$ cat src/rtl/irq_arb_pkg.sv
package irq_arb_pkg;
  typedef enum logic {
    SEL_ENABLE = 1'b0,
    SEL_FLAG   = 1'b1
  } reg_sel_e;
endpackage

$ cat src/rtl/irq_flag_bank.sv
module irq_flag_bank #(
  parameter int NUM_SRC = 5,
  parameter int DATA_W  = 8
) (
  input  logic               clk,
  input  logic               rst,
  input  logic [NUM_SRC-1:0] req_i,
  input  logic [NUM_SRC-1:0] req_late_i,
  input  logic               wr_flag_i,
  input  logic [DATA_W-1:0]  wr_data_i,
  input  logic [NUM_SRC-1:0] clr_i,
  output logic [NUM_SRC-1:0] flag_o,
  output logic [NUM_SRC-1:0] late_o
);
  logic [NUM_SRC-1:0] flag_q;
  logic [NUM_SRC-1:0] late_q;
  logic [NUM_SRC-1:0] base_w;

  // A CPU write replaces the low bits; a clear is applied after it, and a set wins last.
  assign base_w = wr_flag_i ? wr_data_i[NUM_SRC-1:0] : flag_q;

  always_ff @(posedge clk) begin
    if (rst) begin
      flag_q <= '0;
      late_q <= '0;
    end else begin
      flag_q <= (base_w & ~clr_i) | req_i;
      // The mask lives for one cycle only, then frees the bit.
      late_q <= req_i & req_late_i;
    end
  end

  assign flag_o = flag_q;
  assign late_o = late_q;
endmodule

$ cat src/rtl/irq_master_en.sv
module irq_master_en (
  input  logic clk,
  input  logic rst,
  input  logic ei_i,
  input  logic di_i,
  input  logic boundary_i,
  input  logic dispatch_i,
  output logic eff_o,
  output logic ime_o
);
  logic ime_q;
  logic tog_q;

  always_ff @(posedge clk) begin
    if (rst) begin
      ime_q <= 1'b0;
      tog_q <= 1'b0;
    end else begin
      if (di_i || dispatch_i)        ime_q <= 1'b0;
      else if (boundary_i && tog_q)  ime_q <= 1'b1;

      if (di_i)            tog_q <= 1'b0;
      else if (ei_i)       tog_q <= 1'b1;
      else if (boundary_i) tog_q <= 1'b0;
    end
  end

  // The decision at a boundary uses the value held before the toggle lands.
  assign eff_o = ime_q;
  assign ime_o = ime_q;
endmodule

$ cat src/rtl/irq_prio_pick.sv
module irq_prio_pick #(
  parameter int NUM_SRC = 5,
  parameter int IDX_W   = 3
) (
  input  logic [NUM_SRC-1:0] pend_i,
  output logic               any_o,
  output logic [IDX_W-1:0]   idx_o,
  output logic [NUM_SRC-1:0] onehot_o
);
  logic [NUM_SRC:0] seen_w;
  assign seen_w[0] = 1'b0;

  for (genvar g = 0; g < NUM_SRC; g++) begin : g_chain
    assign onehot_o[g]  = pend_i[g] & ~seen_w[g];
    assign seen_w[g+1]  = seen_w[g] | pend_i[g];
  end

  assign any_o = seen_w[NUM_SRC];

  always_comb begin
    idx_o = '0;
    for (int i = 0; i < NUM_SRC; i++) begin
      if (onehot_o[i]) idx_o = IDX_W'(i);
    end
  end
endmodule

$ cat src/rtl/irq_arbiter.sv
module irq_arbiter #(
  parameter int          NUM_SRC   = 5,
  parameter int          DATA_W    = 8,
  parameter int          IDX_W     = (NUM_SRC > 1) ? $clog2(NUM_SRC) : 1,
  parameter logic [7:0]  VEC_BASE  = 8'h40,
  parameter int          VEC_SHIFT = 3
) (
  input  logic               clk,
  input  logic               rst,
  input  logic [NUM_SRC-1:0] req_i,
  input  logic [NUM_SRC-1:0] req_late_i,
  input  logic               wr_en_i,
  input  logic               wr_sel_i,
  input  logic [DATA_W-1:0]  wr_data_i,
  input  logic               rd_sel_i,
  output logic [DATA_W-1:0]  rd_data_o,
  input  logic               ei_i,
  input  logic               di_i,
  input  logic               boundary_i,
  input  logic               halt_i,
  output logic               halted_o,
  output logic               ime_o,
  output logic               take_o,
  output logic [IDX_W-1:0]   take_idx_o,
  output logic [DATA_W-1:0]  vec_o
);
  import irq_arb_pkg::*;

  localparam int PAD_W = DATA_W - NUM_SRC;

  logic [DATA_W-1:0]  ie_q;
  logic [NUM_SRC-1:0] flag_w;
  logic [NUM_SRC-1:0] late_w;
  logic [NUM_SRC-1:0] pend_w;
  logic [NUM_SRC-1:0] onehot_w;
  logic [NUM_SRC-1:0] clr_w;
  logic [IDX_W-1:0]   pick_idx_w;
  logic               pick_any_w;
  logic               eff_ime_w;
  logic               dispatch_w;
  logic               wr_flag_w;
  logic               halted_q;
  logic               take_q;
  logic [IDX_W-1:0]   idx_q;
  logic [DATA_W-1:0]  vec_q;

  assign wr_flag_w = wr_en_i && (wr_sel_i == SEL_FLAG);

  always_ff @(posedge clk) begin
    if (rst) ie_q <= '0;
    else if (wr_en_i && (wr_sel_i == SEL_ENABLE)) ie_q <= wr_data_i;
  end

  irq_flag_bank #(.NUM_SRC(NUM_SRC), .DATA_W(DATA_W)) u_flags (
    .clk        (clk),
    .rst        (rst),
    .req_i      (req_i),
    .req_late_i (req_late_i),
    .wr_flag_i  (wr_flag_w),
    .wr_data_i  (wr_data_i),
    .clr_i      (clr_w),
    .flag_o     (flag_w),
    .late_o     (late_w)
  );

  assign pend_w = ie_q[NUM_SRC-1:0] & flag_w & ~late_w;

  irq_prio_pick #(.NUM_SRC(NUM_SRC), .IDX_W(IDX_W)) u_pick (
    .pend_i   (pend_w),
    .any_o    (pick_any_w),
    .idx_o    (pick_idx_w),
    .onehot_o (onehot_w)
  );

  assign dispatch_w = boundary_i && eff_ime_w && pick_any_w;
  assign clr_w      = dispatch_w ? onehot_w : '0;

  irq_master_en u_ime (
    .clk        (clk),
    .rst        (rst),
    .ei_i       (ei_i),
    .di_i       (di_i),
    .boundary_i (boundary_i),
    .dispatch_i (dispatch_w),
    .eff_o      (eff_ime_w),
    .ime_o      (ime_o)
  );

  always_ff @(posedge clk) begin
    if (rst) begin
      halted_q <= 1'b0;
      take_q   <= 1'b0;
      idx_q    <= '0;
      vec_q    <= '0;
    end else begin
      halted_q <= (halted_q | halt_i) & ~pick_any_w;
      take_q   <= dispatch_w;
      if (dispatch_w) begin
        idx_q <= pick_idx_w;
        vec_q <= DATA_W'(VEC_BASE) + (DATA_W'(pick_idx_w) << VEC_SHIFT);
      end
    end
  end

  assign rd_data_o  = rd_sel_i ? {{PAD_W{1'b1}}, flag_w} : ie_q;
  assign halted_o   = halted_q;
  assign take_o     = take_q;
  assign take_idx_o = idx_q;
  assign vec_o      = vec_q;
endmodule

$ cat config.mk
export PLATFORM = sky130hd
export DESIGN_NAME = irq_arbiter
export DESIGN_NICKNAME = d
export VERILOG_FILES = /design/src/rtl/irq_arb_pkg.sv /design/src/rtl/irq_flag_bank.sv /design/src/rtl/irq_master_en.sv /design/src/rtl/irq_prio_pick.sv /design/src/rtl/irq_arbiter.sv
export SDC_FILE = /design/constraint.sdc
export NUM_CORES = 1
export LEC_CHECK = 0
export BUFFER_PORTS_ARGS = -buffer_cell sky130_fd_sc_hd__buf_2
export CAP_MARGIN = 20
export CELL_PAD_IN_SITES_DETAIL_PLACEMENT = 1
export CELL_PAD_IN_SITES_GLOBAL_PLACEMENT = 1
export CORE_MARGIN = 4
export CORE_UTILIZATION = 25
export DETAILED_ROUTE_END_ITERATION = 6
export PLACE_DENSITY = 0.59
export SLEW_MARGIN = 30
export SYNTH_ARGS = -nofsm -noshare
export SYNTH_HDL_FRONTEND = slang
export SYNTH_HIERARCHICAL = 1
export SYNTH_SLANG_ARGS = --single-unit
$ cat constraint.sdc
create_clock -name clk -period 1.5 [get_ports clk]
set_input_delay 0.075 -clock clk [delete_from_list [all_inputs] [get_ports clk]]
set_output_delay 0.075 -clock clk [all_outputs]
set_load 0.03 [all_outputs]
==> results of run 1 <==
==> kinds of logic (layout without fill, tap and decap cells) <==
family / after synthesis / after routing / synth area share [%]
AOI/OAI and AO/OA: 11 / 11 / 7.48
buffers and inverters: 21 / 70 / 10.8
DFF: 26 / 26 / 40.9
muxes: 18 / 18 / 14.7
other: 1 / 4 / 0.295
and+or+nand+nor: 63 / 63 / 25.8
==> routing by layer <==
metal / share of wire (%) / routed length [um] / global-route usage (%)
met1: 45 / 1460 / 13.1
met2: 47 / 1520 / 17.8
met3: 7.2 / 234 / 2.72
met4: 0.83 / 27 / 2.92
met5: 0 / 0 / 0
==> synthesized netlist by cell type, drive strengths merged <==
cell	count
inv	6
conb	1
mux2	5
mux2i	13
or2	3
nand3	1
nor2b	2
nor4	2
and2	7
o31ai	5
nor2	25
a21oi	5
nand2b	7
buf	15
nor4b	1
o21a	1
nor3	2
dfxtp	26
nor3b	1
nand2	12
==> registers in the layout, indices dropped and copies added (netlist names) <==
signal and cells:
ie_q 8, u_flags/flag_o 5, u_flags/late_o 5, take_idx_o 2
vec_o 2, halted_o 1, take_o 1, u_ime/eff_o 1
u_ime/tog_q 1
==> stage by stage <==
step,area [um2],total power [mW],cells,hold WS [ns],TNS [ns]
2_1_floorplan,1280,0.944,143,0.144,0
3_3_place_gp,1550,1.02,249,0.265,-0.0107
3_5_place_dp,1550,1.03,249,0.267,-0.215
4_1_cts,1670,1.51,259,0.00732,0
5_1_grt,1700,1.56,259,0.0220,-0.609
6_report,1700,1.49,259,0.0130,-0.00539
==> cell type report <==
cell class	count	share of cell area, %
clock buffers	4	3.24
well taps	67	4.94
flip-flops and latches	26	31.1
multi-input cells	96	39.1
repair buffers	60	20.2
inverters	6	1.47
==> path summary, 6_finish.rpt <==
kind / start / cells past startpoint / endpoint
setup / recovery: u_flags/flag_o[3]$_SDFF_PP0_ / 8 / u_flags/flag_o[4]$_SDFF_PP0_
hold / removal: req_late_i[2] / 3 / u_flags/late_o[2]$_SDFF_PP0_
setup reg to reg: u_flags/flag_o[3]$_SDFF_PP0_ / 8 / u_flags/flag_o[4]$_SDFF_PP0_
hold reg to reg: vec_o[5]$_SDFFE_PP0P_ / 2 / vec_o[5]$_SDFFE_PP0P_
==> critical path: cells and delay by family, from the launching register on <==
kind	cells	cell delay, ns
compound gates	1	0.20
buf+inv	1	0.06
simple gates	6	0.83
flops	1	0.33
==> power groups by stage <==
stage | clock, mW | sequential [mW] | combinational [mW]
final | 0.450 | 0.746 | 0.292
after global routing | 0.492 | 0.752 | 0.319
after CTS | 0.472 | 0.746 | 0.287
after detailed placement | 0 | 0.759 | 0.271
after global placement | 0 | 0.758 | 0.263
after floorplan | 0 | 0.760 | 0.184
==> repair_timing <==
item                       in CTS  in global routing
setup endpoints to repair       5                 12
hold buffers                    1                  0
hold endpoints to repair        1                  0
pin swaps                       7                  4
buffers inserted                5                  1
resized for setup               9                  9
==> reports/qor.yml, run 1 <==
drtPass1Iterations: 2
grt_pass1_wl_um: 5280
rsz0062_at_grt: "true"
switching_power_mw: 0.398
p_sw_share_pct: 26.7
cts_buffers: 3
detail-route-antenna-nets: 0
ys_seq_elements: 26
p_per_area_mw_per_mm2: 876
slew_headroom_pct: 66.5
diodes: 0
die_w_um: 79.3
cts_root_buffer: "clkbuf_8"
num_rows: 25
wl_per_cell_um: 12.5
drt_iter0_markers: 38
grt_max_degree: 23
p_seq_share_pct: 50.1
drive_above_1_share_pct: 50.5
post-place-ws_ns: -0.0649
path_clk_slew_ns: 0.09
ir_drop_v: 0.000400
clkPwrFrac_pct: 30.2
layout_commonest_cell: "buf_2"
fin_nets: 220
drv_cap: 0
synth_cells: 140
fillers: 617
crit_type: "reg -> reg"
grt_pass1_vias: 1156
crit_required_ns: 1.69
clock-sinks: 26
synth.area.top_cells: "dfxtp_1, mux2i_1, nor2_1"
clockBufferDepth: 2
path_cells: "nand2_2, nor2_2, nor4_2, nand2b_1, nand3_2, inv_4, and2_1, o31ai_2"
tightest_slew_ns: 0.502
outcome: "finished with violations"
core_mm2: 0.00482
cts_tree: "built"
leakagePower_nw: 0.797
hold_viol: 0
place_congestion: 0.697
dr_total_vias: 1092
die_h_um: 79.3
utilization_pct: 35.2
critPathMaxFanout: 8
fmax_mhz: 664
avgViaCountPerCell: 4.22
drc: 0
synth_top_area_share_pct: 40.9
start_util_pct: 26.4
start_kind: "flip-flop"
synth_area_mm2: 0.00127
p_int_mw: 1.09
slowest_delay_ns: 0.33
syn_to_final_growth_pct: 33.6
endpoint_kind: "flip-flop"
maxSlewViolCount: 0
multi_input_area_um2: 663
min_path_type: "in -> reg"
fin_crit_sh_pct: 100
numPortBuffers: 44
dpl.hpwl_um: 2530
layout_common_cells: "buf_2, nor2_1, dfxtp_1, buf_4, mux2i_1"
antenna_found_initial: 0
setup_slack_ns: -0.00539
overflow: 0
setup_viol: 1
ios: 49
wirelength_um: 3240
arrival_ns: 1.69
dieArea_mm2: 0.00629
power.share.combinational_pct: 19.6
grtUsageTotal_pct: 10.5
worstSkewPairLatency_ns: 0.27
regArea_um2: 528
syn_avg_cell_area_um2: 9.08
ys_warn_count: 6
violations: "negative setup slack"
yosysTopAreaCell: "dfxtp_1"
finClkSkew_ns: 0.00483
htreeDepth: 1
rrSetupSlack_ns: -0.005
yosysSeqAreaShare_pct: 40.9
crit_slowest_cell: "dfxtp_2"
min_period_ns: 1.51
synth_cell_types: 25
Power figures use the tool's default switching activity.
==> run 2: changes to the inputs <==
--- a/config.mk
+++ b/config.mk
@@ -12,7 +12,9 @@
 export CORE_MARGIN = 4
 export CORE_UTILIZATION = 25
 export DETAILED_ROUTE_END_ITERATION = 6
+export MAX_ROUTING_LAYER = met4
 export PLACE_DENSITY = 0.59
+export SETUP_SLACK_MARGIN = 0.05
 export SLEW_MARGIN = 30
 export SYNTH_ARGS = -nofsm -noshare
 export SYNTH_HDL_FRONTEND = slang
==> run 2 against run 1 <==
Net effect:
- the flow now finishes without violations
- final cell count unchanged
- largest power group unchanged
- worst setup slack improved by 0.013 ns
- first-iteration DRC count increased by 7.9%
- largest cell class unchanged
==> reports/qor.yml, run 2 (same netlist as run 1, synthesis figures left out) <==
tns_ns: 0  # was -0.00539 ns
hold_viol: 0  # unchanged
fmax_mhz: 670  # was 664 MHz
place_congestion: 0.705  # was 0.697
layout_commonest_cell: "buf_2"  # unchanged
finalNonFillerCells: 259  # unchanged
largest_reg_flops: 8  # unchanged
cts_tree: "built"  # unchanged
rrSetupSlack_ns: 0.008  # was -0.005 ns
antenna_found_initial: 0  # unchanged
min_period_ns: 1.49  # was 1.51 ns
fin_crit_sh_pct: 99.5  # was 100%
die_h_um: 79.3  # unchanged
htreeDepth: 1  # unchanged
path_clk_slew_ns: 0.09  # about the same
fillers: 622  # was 617
wl_per_cell_um: 12.6  # was 12.5 um
crit_family: "simple AND/OR/NAND/NOR gates"  # unchanged
post-place-ws_ns: -0.0649  # unchanged
setup_slack_ns: 0.00792  # was -0.00539 ns
setup_viol: 0  # was 1
ir_drop_v: 0.000399  # was 0.000400 V
multi_input_area_um2: 663  # unchanged
wirelength_um: 3260  # was 3240 um
maxSlewViolCount: 0  # unchanged
crit_type: "reg -> reg"  # unchanged
ios: 49  # unchanged
rr_worst_depth: 8  # unchanged
path_buf_inv: 1  # unchanged
crit_end: "u_flags/flag_o[1]$_SDFF_PP0_"  # was u_flags/flag_o[4]$_SDFF_PP0_
slowest_delay_ns: 0.33  # about the same
fin_nets: 220  # unchanged
regArea_um2: 528  # unchanged
drtPass1Iterations: 3  # was 2
grt_pass1_vias: 1160  # was 1156
die_w_um: 79.3  # unchanged
path_cells: "nand2_2, nor2_2, nor4_2, nand2b_1, nand3_2, inv_4, and2_1, o31ai_2"  # unchanged
syn_to_final_growth_pct: 33.6  # unchanged
p_per_area_mw_per_mm2: 881  # was 876 mW/mm2
grt_pass1_wl_um: 5280  # unchanged
regMostFlops: "ie_q"  # unchanged
num_rows: 25  # unchanged
r2r-start: "u_flags/flag_o[3]$_SDFF_PP0_"  # unchanged
cts_buffers: 3  # unchanged
diodes: 0  # unchanged
layout_common_cells: "buf_2, nor2_1, dfxtp_1, buf_4, mux2i_1"  # unchanged
rsz0062_at_grt: "true"  # unchanged
clockBufferDepth: 2  # unchanged
drc: 0  # unchanged
clock-sinks: 26  # unchanged
avgViaCountPerCell: 4.19  # was 4.22
utilization_pct: 35.2  # unchanged
endpoint_kind: "flip-flop"  # unchanged
dpl.hpwl_um: 2530  # unchanged
timing.rr.end: "u_flags/flag_o[1]$_SDFF_PP0_"  # was u_flags/flag_o[4]$_SDFF_PP0_
overflow: 0  # unchanged
crit_start: "u_flags/flag_o[3]$_SDFF_PP0_"  # unchanged
arrival_ns: 1.67  # was 1.69 ns
grt_max_degree: 23  # unchanged
crit_slowest_cell: "dfxtp_2"  # unchanged
detail-route-antenna-nets: 0  # unchanged
dr_total_vias: 1085  # was 1092
cts_root_buffer: "clkbuf_8"  # unchanged
drive_above_1_share_pct: 50.0  # was 50.5%
leakagePower_nw: 0.798  # was 0.797 nW
grtUsageTotal_pct: 10.8  # was 10.5%
critPathMaxFanout: 8  # unchanged
drv_cap: 0  # unchanged
cp.depth: 8  # unchanged
core_mm2: 0.00482  # unchanged
worst_hold_startpoint: "req_late_i[2]"  # unchanged
finClkSkew_ns: 0.00149  # was 0.00483 ns
drt_iter0_markers: 41  # was 38
worstSkewPairLatency_ns: 0.27  # about the same
start_util_pct: 26.4  # unchanged
dieArea_mm2: 0.00629  # unchanged
outcome: "complete, no violations"  # was finished with violations
start_kind: "flip-flop"  # unchanged
crit_required_ns: 1.68  # was 1.69 ns
dp.cells: 249  # unchanged
numPortBuffers: 44  # unchanged
min_path_type: "in -> reg"  # unchanged
[run 2: cell counts in the layout (fill, tap and decap cells not counted)]
No cell type changed its count.
[run 2: cell type report]
cell class / count / share of cell area, %
multi-input combinational: 96 / 39.1
sequential: 26 / 31.1
timing repair buffer: 60 / 20.2
tap: 67 / 4.94
clock buffer: 4 / 3.24
inverter: 6 / 1.47
[run 2: worst min path at each step]
stage / endpoint / cells past startpoint
floorplan: take_idx_o[0]$_SDFFE_PP0P_ / 1
global placement: u_ime/eff_o$_SDFFE_PP0P_ / 2
detailed placement: u_ime/eff_o$_SDFFE_PP0P_ / 2
CTS: u_flags/late_o[2]$_SDFF_PP0_ / 3
global route: u_ime/tog_q$_SDFFE_PP0P_ / 2
finish: u_flags/late_o[2]$_SDFF_PP0_ / 3
[run 2: metrics by stage]
stage                     area [um2]  hold WS [ns]  power, mW
after CTS                       1660       0.00732       1.51
after global routing            1700        0.0197       1.57
final                           1700        0.0135       1.50
after detailed placement        1550         0.267       1.03
after floorplan                 1280         0.144      0.944
after global placement          1550         0.265       1.02
[run 2: timing repair]
item | in CTS | in global routing
hold endpoints to repair | 1 | 0
pin swaps | 8 | 4
gates resized for setup | 10 | 8
setup buffers | 5 | 1
hold buffers | 1 | 0
endpoints found under the setup margin | 8 | 11
[run 2: worst register-to-register path: stages, from the launching register on]
cell      delay, ns
dfxtp_2        0.33
nand2_2        0.07
nor2_2         0.05
nor4_2         0.30
nand2b_1       0.14
nand3_2        0.12
inv_4          0.06
and2_1         0.16
o31ai_2        0.17
[run 2: where the power goes]
group	internal [mW]	total [mW]	switching [mW]
Sequential	0.727	0.747	0.0207
Combinational	0.130	0.292	0.162
Clock	0.234	0.456	0.221
Total	1.09	1.50	0.404
[run 2: routing by layer]
metal	track usage (%)	wire (um)	up-vias
met4	2.92	27	0
met5	-	0	-
met1	13.4	1450	497
li1	-	-	548
met3	2.49	214	4
met2	17.8	1560	36
==> run 3: changes to the inputs <==
--- a/config.mk
+++ b/config.mk
@@ -11,6 +11,7 @@
 export CELL_PAD_IN_SITES_GLOBAL_PLACEMENT = 1
 export CORE_MARGIN = 4
 export CORE_UTILIZATION = 25
+export CTS_BUF_LIST = sky130_fd_sc_hd__clkbuf_16
 export DETAILED_ROUTE_END_ITERATION = 6
 export MAX_ROUTING_LAYER = met4
 export PLACE_DENSITY = 0.59
==> constraint.sdc (replaced) <==
create_clock -name clk -period 1.3 [get_ports clk]
set_input_delay 0.065 -clock clk [delete_from_list [all_inputs] [get_ports clk]]
set_output_delay 0.065 -clock clk [all_outputs]
set_load 0.03 [all_outputs]
==> run 3 against run 2 <==
Net effect:
- the flow now finishes with violations (negative setup slack)
- utilization rose by 0.81 points
- power rose by 26%
- non-clock buffer count fell by 2
- critical path depth did not move
- largest power group unchanged
- critical endpoint is now u_flags/flag_o[2]$_SDFF_PP0_
- sequential power rose by 15%
==> reports/qor.yml, run 3 (same netlist as run 1, synthesis figures left out) <==
switching_power_mw: 0.487  # was 0.404 mW
dpl_cell_area_mm2: 0.00156  # was 0.00155 mm2
grt_max_degree: 28  # was 23
detail-route-antenna-nets: 0  # unchanged
die_h_um: 79.3  # unchanged
setup_viol: 11  # was 0
layout_common_cells: "buf_2, dfxtp_1, nor2_1, mux2i_1, buf_4"  # was buf_2, nor2_1, dfxtp_1, buf_4, mux2i_1
clkPwrFrac_pct: 36.2  # was 30.5%
slew_headroom_pct: 60.3
grt_pass1_vias: 1229  # was 1160
antenna_found_initial: 0  # unchanged
wl_met1_um: 1530  # was 1450 um
drt_iter0_markers: 30  # was 41
finalNonFillerCells: 257  # was 259
ios: 49  # unchanged
fillers: 599  # was 622
htreeDepth: 1  # unchanged
fin_nets: 218  # was 220
maxSlewViolCount: 0  # unchanged
power.share.combinational_pct: 18.2  # was 19.5%
fin_crit_sh_pct: 112  # was 99.5%
cts_tree: "built"  # unchanged
leakagePower_nw: 0.803  # was 0.798 nW
slowest_delay_ns: 0.32  # was 0.33 ns
p_seq_share_pct: 45.5  # was 50.0%
diodes: 0  # unchanged
core_mm2: 0.00482  # unchanged
drive_above_1_share_pct: 52.1  # was 50.0%
path_clk_slew_ns: 0.07  # was 0.09 ns
crit_slowest_cell: "dfxtp_2"  # unchanged
drtPass1Iterations: 2  # was 3
crit_family: "simple AND/OR/NAND/NOR gates"  # unchanged
tightest_slew_ns: 0.595
cts_root_buffer: "clkbuf_16"  # was clkbuf_8
overflow: 0  # unchanged
clock-sinks: 26  # unchanged
numPortBuffers: 44  # unchanged
p_int_mw: 1.40  # was 1.09 mW
utilization_pct: 36.1  # was 35.2%
p_per_area_mw_per_mm2: 1090  # was 881 mW/mm2
grtUsageTotal_pct: 11.4  # was 10.8%
hold_viol: 0  # unchanged
num_rows: 25  # unchanged
place_congestion: 0.784  # was 0.705
dp.cells: 248  # was 249
rsz0062_at_grt: "true"  # unchanged
path_cells: "nand2_2, nor2_4, nor4_4, nand2b_1, nand3_2, inv_4, and2_4, o31ai_2"  # was nand2_2, nor2_2, nor4_2, nand2b_1, nand3_2, inv_4, and2_1, o31ai_2
fmax_mhz: 684  # was 670 MHz
endpoint_kind: "flip-flop"  # unchanged
violations: "negative setup slack"
top_layer_used: "met3"  # was met4
dr_total_vias: 1095  # was 1085
worstSkewPairLatency_ns: 0.26  # was 0.27 ns
ir_drop_v: 0.000660  # was 0.000399 V
cts_buffers: 3  # unchanged
path_buf_inv: 1  # unchanged
start_util_pct: 26.4  # unchanged
whs_ns: 0.00996  # was 0.0135 ns
start_kind: "flip-flop"  # unchanged
layout_commonest_cell: "buf_2"  # unchanged
setup_slack_ns: -0.161  # was 0.00792 ns
finClkSkew_ns: 0.00569  # was 0.00149 ns
avgViaCountPerCell: 4.26  # was 4.19
wl_met2_um: 1580  # was 1560 um
total_power_mw: 1.89  # was 1.50 mW
min_path_type: "in -> reg"  # unchanged
stdcell_area_mm2: 0.00174  # was 0.00170 mm2
dieArea_mm2: 0.00629  # unchanged
regMostFlops: "ie_q"  # unchanged
crit_required_ns: 1.47  # was 1.68 ns
syn_to_final_growth_pct: 36.6  # was 33.6%
largest_reg_flops: 8  # unchanged
die_w_um: 79.3  # unchanged
drv_cap: 0  # unchanged
critPathMaxFanout: 9  # was 8
grt_pass1_wl_um: 5490  # was 5280 um
outcome: "finished with violations"  # was complete, no violations
p_sw_share_pct: 25.8  # was 27.0%
wirelength_um: 3330  # was 3260 um
wl_per_cell_um: 12.9  # was 12.6 um
clockBufferDepth: 2  # unchanged
dpl.hpwl_um: 2540  # was 2530 um
min_period_ns: 1.46  # was 1.49 ns
drc: 0  # unchanged
arrival_ns: 1.63  # was 1.67 ns
crit_type: "reg -> reg"  # unchanged
wl_met3_um: 218  # was 214 um
==> run 3: changes by cell type in the layout (fill, tap and decap cells not counted), moves of 2 or more <==
cell	previous run	this run
a21oi_1	5	3
a21oi_2	0	2
and2_1	4	0
and2_4	2	6
buf_4	15	13
clkbuf_16	0	3
clkbuf_8	4	0
dfxtp_1	20	23
dfxtp_2	6	3
==> run 3: stage by stage <==
step / worst slack (ns) / setup TNS, ns
after global routing: -0.282 / -2.80
after detailed placement: -0.154 / -0.959
final: -0.161 / -1.40
after floorplan: -0.0740 / -0.313
after global placement: -0.104 / -0.574
after CTS: -0.151 / -1.16
==> run 3: cell type report <==
type | count | area [um2] | share of cell area (%)
Clock buffer | 3 | 75.1 | 4.32
Multi-Input combinational cell | 96 | 691 | 39.8
Clock inverter | 1 | 3.75 | 0.216
Tap cell | 67 | 83.8 | 4.83
Inverter | 6 | 25.0 | 1.44
Sequential cell | 26 | 524 | 30.2
Timing Repair Buffer | 58 | 334 | 19.2
==> run 3: worst paths after layout <==
| kind | from | end | slack (ns) | cells after the start |
|---|---|---|---|---|
| worst max-delay path | u_flags/flag_o[2]$_SDFF_PP0_ | u_flags/flag_o[2]$_SDFF_PP0_ | -0.16 | 8 |
| worst min-delay path | req_late_i[3] | u_flags/late_o[3]$_SDFF_PP0_ | 0.01 | 3 |
| worst max register to register | u_flags/flag_o[2]$_SDFF_PP0_ | u_flags/flag_o[2]$_SDFF_PP0_ | -0.16 | 8 |
| worst min register to register | vec_o[5]$_SDFFE_PP0P_ | vec_o[5]$_SDFFE_PP0P_ | 0.48 | 2 |
==> run 3: power groups by stage <==
stage	sequential (mW)	combinational [mW]	clock (mW)
6_report	0.861	0.344	0.685
5_1_grt	0.866	0.374	0.741
4_1_cts	0.861	0.347	0.714
3_5_place_dp	0.875	0.324	0
3_3_place_gp	0.873	0.315	0
2_1_floorplan	0.878	0.216	0
==> run 3: metal layers <==
| metal | vias to the layer above | track usage (%) |
|---|---|---|
| met5 | - | - |
| met4 | 0 | 0.515 |
| met3 | 0 | 3.51 |
| met2 | 37 | 19.9 |
| met1 | 516 | 13.6 |
| li1 | 542 | - |
==> run 3: timing repair <==
action,CTS,global route
hold buffers,1,0
hold endpoints to repair,1,0
endpoints found under the setup margin,12,13
gates resized for setup,16,2
setup buffers,7,1
pin swaps,7,1
gates cloned,0,0
==> run 3: worst reg2reg max path: cells and delay by family, from the launching register on <==
kind / cells / cell delay [ns]
compound gates: 1 / 0.16
buf+inv: 1 / 0.07
simple gates: 6 / 0.82
flops: 1 / 0.32
